<file path="src/rtl/skip_chain_seq.sv">
module skip_chain_seq #(
  parameter int N = 16,
  localparam int IW = (N > 1) ? $clog2(N) : 1
) (
  input  logic          clk,
  input  logic          rst_n,
  input  logic          fill_we,
  input  logic [N-1:0]  fill_mask,
  input  logic          last_we,
  input  logic [IW-1:0] last_idx,
  input  logic          run_set,
  input  logic          run_clr,
  input  logic          start,
  input  logic          step,
  output logic [N-1:0]  act,
  output logic          done
);

  logic [N-1:0]  en_q, pend_q, ready, seen, pick, reach;
  logic [IW-1:0] last_q;
  logic          run_q, step_q, active;

  assign ready  = en_q & pend_q;
  assign done   = ~|ready;
  assign active = run_q & ~done;

  // skip chain: a link fires only if no lower link is ready
  for (genvar i = 0; i < N; i++) begin : g_link
    if (i == 0) begin : g_head
      assign seen[i] = 1'b0;
    end else begin : g_body
      assign seen[i] = seen[i-1] | ready[i-1];
    end
    assign pick[i]  = ready[i] & ~seen[i];
    assign reach[i] = (IW'(i) <= last_q);
  end

  assign act = (step_q && run_q) ? pick : '0;

  always_ff @(posedge clk) begin
    if (!rst_n) begin
      en_q   <= '0;
      pend_q <= '0;
      run_q  <= 1'b0;
      step_q <= 1'b0;
      last_q <= IW'(N - 1);
    end else begin
      step_q <= step;
      if (run_set)      run_q <= 1'b1;
      else if (run_clr) run_q <= 1'b0;
      if (last_we && !active) last_q <= last_idx;
      if (fill_we && !active) en_q <= (en_q & ~reach) | (fill_mask & reach);
      if (start && run_q) pend_q <= '1;
      else                pend_q <= pend_q & ~act;
    end
  end

  AST_ACT_ONEHOT: assert property (@(posedge clk) disable iff (!rst_n)
    $onehot0(act));
  AST_ACT_AFTER_STEP: assert property (@(posedge clk) disable iff (!rst_n)
    (act != '0) |-> $past(step));
  AST_FIRE_CLEARS: assert property (@(posedge clk) disable iff (!rst_n)
    ((act != '0) && !start) |=> ((pend_q & $past(act)) == '0));
  AST_DONE_QUIET: assert property (@(posedge clk) disable iff (!rst_n)
    done |-> (act == '0));
  AST_START_ARMS: assert property (@(posedge clk) disable iff (!rst_n)
    (start && run_q) |=> (pend_q == '1));
  AST_FILL_HELD: assert property (@(posedge clk) disable iff (!rst_n)
    (fill_we && active) |=> $stable(en_q));

endmodule

</file>
<file path="config.mk">
export PLATFORM = sky130hd
export DESIGN_NAME = skip_chain_seq
export DESIGN_NICKNAME = d
export VERILOG_FILES = /design/src/rtl/skip_chain_seq.sv
export SDC_FILE = /design/constraint.sdc
export NUM_CORES = 1
export LEC_CHECK = 0
export ABC_CLOCK_PERIOD_IN_PS = 4470
export BUFFER_PORTS_ARGS = -buffer_cell sky130_fd_sc_hd__clkbuf_2
export CORE_AREA = 2 2 83 85
export CTS_CLUSTER_SIZE = 25
export DETAILED_ROUTE_END_ITERATION = 10
export DIE_AREA = 0 0 85 87
export GPL_TIMING_DRIVEN = 1
export MAX_ROUTING_LAYER = met4
export PLACE_DENSITY_LB_ADDON = 0.08
export SYNTH_ARGS = -nofsm -noshare
export SYNTH_HDL_FRONTEND = slang
export SYNTH_SLANG_ARGS = --single-unit
</file>
<file path="constraint.sdc">
create_clock -name clk -period 4.47 [get_ports clk]
set_input_delay 1.1175 -clock clk [delete_from_list [all_inputs] [get_ports clk]]
set_output_delay 1.1175 -clock clk [all_outputs]
set_load 0.1 [all_outputs]
</file>
## Yosys cells after proc, flatten, opt, wreduce, memory -nomap -nowiden

Index checks and enable logic that the tools add are counted.

| cells by class | value |
|---|---|
| order comparisons | 16 |
| muxes and demuxes | 4 |
| bitwise gates (word level) | 52 |
| reductions and logical operators | 8 |

Operators by type and width:

| operator | number |
|---|---|
| $and 16x16->16 | 4 |
| $le 4x4->1 const A | 8 |
| $mux 16 | 2 |
| $not 16->16 | 2 |
| $and 1x1->1 | 16 |
| $le 3x4->1 const A | 4 |
| $or 16x16->16 | 1 |
| $reduce_or 16->1 | 1 |
| $not 1->1 | 15 |
| $or 1x1->1 | 14 |
| $le 1x4->1 const A | 2 |
| $le 2x4->1 const A | 2 |
| $logic_and 1x1->1 | 4 |
| $logic_not 1->1 | 2 |
| $mux 1 | 2 |
| $reduce_bool 2->1 | 1 |

| word-level totals | value |
|---|---|
| bits in registers | 38 |
| output and inout bits | 17 |
| word-level logic and storage cells | 85 |

## Logic depth before layout (Yosys ltp)

Gate-level depths: netlist of the first run.

| logic depth | value |
|---|---|
| word-level depth | 21 |
| depth in mapped cells | 7 |
| gate-level depth less buffers | 5 |

## Worst setup path after synthesis of the first run

No wires, ideal clock.

| timing | value |
|---|---|
| path kind | register to output |
| from | register pend_q[4] |
| to | output port act[15] |
| arrival | 3.378 ns |
| data required time | 3.353 ns |
| slack | -0.026 ns |
| stages on the path, launching flop included | 5 |
| path buffers | 0 |
| cells stage by stage | dfxtp_1 a222oi_1 nand4_1 or2_2 nor3_1 |

| on the way | value |
|---|---|
| cells in the longest elaborated chain, start to end | 15 |

RTL lines:

| item | line | source |
|---|---|---|
| from (decl) | 19 | `logic [N-1:0] en_q, pend_q, ready, seen, pick, reach;` |
| from (signal assigned) | 54 | `else pend_q <= pend_q & ~act;` |
| $and 16x16->16 | 23 | `assign ready = en_q & pend_q;` |
| $or 1x1->1 (11 in a row) | 32 | `assign seen[i] = seen[i-1] \| ready[i-1];` |
| $not 1->1 | 34 | `assign pick[i] = ready[i] & ~seen[i];` |
| $and 1x1->1 | 34 |  |
| $mux 16 | 38 | `assign act = (step_q && run_q) ? pick : '0;` |
| to (decl) | 15 | `output logic [N-1:0] act,` |

No other way between the ends.

==> results.toml, run 1 <==
[layout]
drive_gt1_share_pct = 20.88
area_delta_synth_final_pct = 19.24
num-fill-cells = 717
layout.cells.non_filler = 353
mostFrequentLayoutCell = "clkbuf_2"
register_area_um2 = 760.7
layout_common_cells = "44 x clkbuf_2, 42 x nand2_1, 38 x dfxtp_1, 14 x o21ai_0"
n_antenna_cell = 0
final_nets = 300
multi_input_area_um2 = 1008

[timing]
setup_ws_ns = 0.5552
rsz0062_at_grt = "no"
setup_viol = 0
period_share_pct = 87.58
slew_violations = 0
fin_skew_ns = 0.01005
min_period_ns = 3.915
tns_ns = 0
max_slew_margin_pct = 34.28
max_freq_mhz = 255.4
hold_violations = 0
worst_pin_slew_ns = 0.9858

[logic_synthesis]
synth_flop_cell = "dfxtp_1"
ys_seq_elements = 38
yosysTopAreaCell = "dfxtp_1"
yosys.area.top_type_share_pct = 40.61
async_reset_ff_share_pct = 0
syn_inst = 235
synth_nets = 263
synth.cell_area_um2 = 1873
ys_warn_count = 0
synth_cell_types = 32
syn_avg_cell_area_um2 = 7.970
synth_edf_count = 0
synth.area.top_cells = "dfxtp_1 41%, nand2_1 8.4%, o21ai_0 3.7%"
synth_seq_area_share_pct = 40.61

[routing]
viasPerCell = 4.975
vias = 1756
drt_iter0_drc = 78
wl_per_cell_um = 14.03
wl_um = 4954
postRouteAntennaNets = 0
dr.pass1.iters = 4
drc = 0

[floorplanning]
pin_count = 45
rows = 30
initial_core_util_pct = 28.51
die_y_um = 87
die_w_um = 85
core_um2 = 6569
die_area_um2 = 7395

[power_and_ir_drop]
p_leak_nw = 0.8831
peakVddDrop_v = 0.0001284
power_uw = 750.6
powerDensity_nw_per_um2 = 336.1

[clock_tree]
clockBufferDepth = 2
clock-sinks = 38
cts_setup_buffers = 0
cts_resized = 0
cts-buffers-inserted = 5
cts_tree = "done"
cts-htree-levels = 2
hold_buffers = 0
clk_pin_slew_ns = 0.08
clock_latency_ns = 0.29
root_buffer = "clkbuf_8"

[min_path]
hold_class = "flip-flop to flip-flop"
whs_path_depth = 2

[placement]
port_buffers = 44
pre_cts_ws_ns = 0.8470
dp.final_hpwl_um = 3613
dp.cells = 345
gp_congestion = 0.6796

[run]
max_cap_viol_count = 0

[critical_path]
crit_fanout = 5
cp.required_ns = 3.35
path_class = "flip-flop to primary output"
critical_path.endpoint_type = "primary output"
ff2ff_path_depth = 6
r2r_slack_ns = 1.93
crit_arrival_ns = 2.80
critical_path.startpoint_type = "flip-flop"
cp-endpoint = "act[14]"

[global_routing]
track_usage_pct = 14.64
grt_pass1_wl_um = 8362
grt_pass1_vias = 1704
antenna_found_initial = 0
grt_overflow = 0
grt_max_degree = 55

[run_status]
status = "complete, no violations"
[stage by stage]
step | hold slack (ns) | utilization [%] | cell area (um^2)
after floorplan | 0.4475 | - | 1878
after global placement | 0.4736 | 32.61 | 2142
after detailed placement | 0.4757 | 32.61 | 2142
after CTS | 0.4897 | 34.00 | 2233
after global routing | 0.5232 | 34.00 | 2233
final | 0.4862 | 34.00 | 2233
[synthesized netlist by cell type, types with 3 or more instances]
cell type,count
nand2_1,42
dfxtp_1,38
clkbuf_1,14
o21ai_0,14
a21oi_1,12
inv_1,12
nor2_1,12
nor2b_1,10
nand3_1,9
o31ai_1,9
mux2i_1,6
o211ai_1,6
a21boi_0,5
o311ai_0,4
o311ai_1,4
o41ai_1,4
a22oi_1,3
and2_1,3
nand4_1,3
nor3_1,3
nor3b_1,3
[critical path: stages (launching register included)]
cell      delay (ns)
dfxtp_1         0.34
a222oi_1        0.55
nand4_1         0.25
or2_2           0.38
a21oi_1         0.27
and4_1          0.25
clkbuf_2        0.46
[routing by layer]
layer	global-route usage (%)	up-vias	wire, um
met5	-	-	0
met2	21.16	35	2090
li1	-	922	-
met4	4.329	0	65
met1	20.15	794	2563
met3	3.697	5	235
[worst min-delay path by stage]
stage                 endpoint  slack (ns)  startpoint
floorplan            flip-flop        0.45   flip-flop
global placement    pend_q[10]        0.47  pend_q[10]
detailed placement   flip-flop        0.48   flip-flop
CTS                  flip-flop        0.49   flip-flop
global route         pend_q[8]        0.52   flip-flop
finish               flip-flop        0.49   flip-flop
[cell families (layout without fill, tap and decap cells)]
group	after synthesis	after routing	synth area share (%)
and+or+nand+nor	94	94	24.65
AOI/OAI and AO/OA	70	70	25.72
DFF	38	38	40.61
buffers and inverters	27	65	5.811
muxes	6	6	3.207
[power breakdown]
part / total [mW] / internal (mW) / switching [mW]
combinational: 0.112 / 0.0414 / 0.0704
sequential: 0.388 / 0.363 / 0.0256
clock: 0.250 / 0.125 / 0.126
[final cells by class]
| type | instances | share of cell area (%) |
|---|---|---|
| Multi-Input combinational cell | 170 | 45.15 |
| Sequential cell | 38 | 34.06 |
| Timing Repair Buffer | 45 | 10.20 |
| Tap cell | 80 | 4.482 |
| Clock buffer | 7 | 3.866 |
| Inverter | 12 | 2.017 |
| Clock inverter | 1 | 0.2241 |
(Power assumes the default switching activity.)
==> run 2, diff against run 1 <==
--- a/config.mk
+++ b/config.mk
@@ -5,7 +5,7 @@
 export SDC_FILE = /design/constraint.sdc
 export NUM_CORES = 1
 export LEC_CHECK = 0
-export ABC_CLOCK_PERIOD_IN_PS = 4470
+export ABC_CLOCK_PERIOD_IN_PS = 3300
 export BUFFER_PORTS_ARGS = -buffer_cell sky130_fd_sc_hd__clkbuf_2
 export CORE_AREA = 2 2 83 85
 export CTS_CLUSTER_SIZE = 25
==> constraint.sdc (replaced) <==
create_clock -name clk -period 3.3 [get_ports clk]
set_input_delay 0.825 -clock clk [delete_from_list [all_inputs] [get_ports clk]]
set_output_delay 0.825 -clock clk [all_outputs]
set_load 0.1 [all_outputs]
==> results.toml, run 2 (synthesized netlist as in run 1, its figures left out) <==
[layout]
n_antenna_cell = 0
mostFrequentLayoutCell = "nand2_1"
fin_util_pct = 35.35
final_nets = 303
fin_area_um2 = 2322
drive_gt1_share_pct = 23.55
area_delta_synth_final_pct = 23.98
layout_common_cells = "42 x nand2_1, 39 x clkbuf_2, 38 x dfxtp_1, 14 x o21ai_0, 12 x inv_1"

[critical_path]
cp_num_buf_inv = 1
critical_path.endpoint_type = "primary output"
crit_arrival_ns = 2.26
critical-path-top-delay-family = "simple AND/OR/NAND/NOR gates"
slowest_delay_ns = 0.37
cp_slowest_cell = "and3b_1"
path_cells = "a22oi_1 > and3b_1 > nand2_1 > a21oi_1 > and4_1 > clkbuf_4"
crit_fanout = 7
critical_path.startpoint_type = "flip-flop"
cp.required_ns = 2.47
path_class = "flip-flop to primary output"

[global_routing]
grt_overflow = 0
antenna_found_initial = 0
grt_pass1_wl_um = 8107
grt_max_degree = 55
track_usage_pct = 14.24
grt_pass1_vias = 1597

[run]
max_cap_viol_count = 0

[timing]
tns_ns = 0
rsz0062_at_grt = "no"
min_period_ns = 3.083
setup_viol = 0
max_freq_mhz = 324.4
slew_violations = 0
whs_ns = 0.4872
period_share_pct = 93.43
max_slew_margin_pct = 35.02
fin_skew_ns = 0.005258
worst_pin_slew_ns = 0.9747
hold_violations = 0

[clock_tree]
clock_latency_ns = 0.29
clock-sinks = 38
clockBufferDepth = 2
root_buffer = "clkbuf_8"
hold_buffers = 0
cts-buffers-inserted = 5
cts_tree = "done"
clk_pin_slew_ns = 0.07
cts-htree-levels = 2

[power_and_ir_drop]
power_frac_clock_pct = 32.5
swShare_pct = 29.14
power_mw = 1.018
p_leak_nw = 0.9095
internal-power_uw = 721.2
powerDensity_nw_per_um2 = 438.3
combPwrFrac_pct = 15.7
peakVddDrop_v = 0.0001561
p_seq_share_pct = 51.8
switchingPower_uw = 296.6

[run_status]
status = "complete, no violations"

[placement]
dp.final_hpwl_um = 3609
gp_congestion = 0.7892
dpl_cell_area_um2 = 2205
port_buffers = 44

[routing]
viasPerCell = 4.924
drt_iter0_drc = 79
drc = 0
postRouteAntennaNets = 0
vias = 1753
wl_per_cell_um = 13.93
wl_um = 4960
dr.pass1.iters = 7

[min_path]
hold_class = "flip-flop to flip-flop"

[floorplanning]
core_um2 = 6569
rows = 30
die_y_um = 87
pin_count = 45
initial_core_util_pct = 28.51
die_w_um = 85
die_area_um2 = 7395
==> run 2: changes by cell type in the layout (fill, tap and decap cells not counted), sizes merged <==
cell,delta
buf,+6
clkbuf,-3
==> run 2: worst paths after layout <==
kind              startpoint    endpoint  slack, ns  cells past startpoint
hold / removal    pend_q[10]  pend_q[10]       0.49                      2
hold reg to reg   pend_q[10]  pend_q[10]       0.49                      2
setup / recovery   flip-flop      act[9]       0.22                      6
setup reg to reg   flip-flop   flip-flop       0.99                      6
==> run 2: power groups by stage <==
stage	clock, mW	combinational (mW)	sequential [mW]
after floorplan	0	0.123	0.521
after global placement	0	0.158	0.536
after detailed placement	0	0.158	0.536
after CTS	0.347	0.159	0.526
after global routing	0.365	0.178	0.533
final	0.331	0.160	0.527
==> run 2: layout make-up <==
cell class                      count  area [um^2]
Timing Repair Buffer               48        287.8
Tap cell                           80        100.1
Clock inverter                      1        5.005
Multi-Input combinational cell    170         1037
Inverter                           12        45.04
Fill cell                         713         4247
Sequential cell                    38        760.7
Clock buffer                        7        86.33
==> run 2: worst min-delay path, stage by stage, from the launching register on <==
cell and delay [ns]:
dfxtp_1 0.31, o21ai_0 0.06, a21boi_0 0.07
==> run 2: stage by stage <==
step | worst slack [ns] | instances
finish | 0.2170 | 356
global route | 0.007164 | 356
CTS | 0.06266 | 355
detailed placement | 0.3361 | 347
global placement | 0.3534 | 347
floorplan | -0.07981 | 235
==> run 2: repair_timing <==
item                       in CTS  in global routing
cloned                          0                  0
setup endpoints to repair       1                  4
setup buffers                   0                  1
resized for setup               1                  6
pin swaps                       0                  2
==> run 2: layer usage <==
layer	up-vias	share of wire [%]	GRT usage (%)
li1	929	-	-
met1	786	52	19.95
met2	32	42	20.10
met3	6	4.0	3.318
met4	0	1.6	4.762
met5	-	0	-
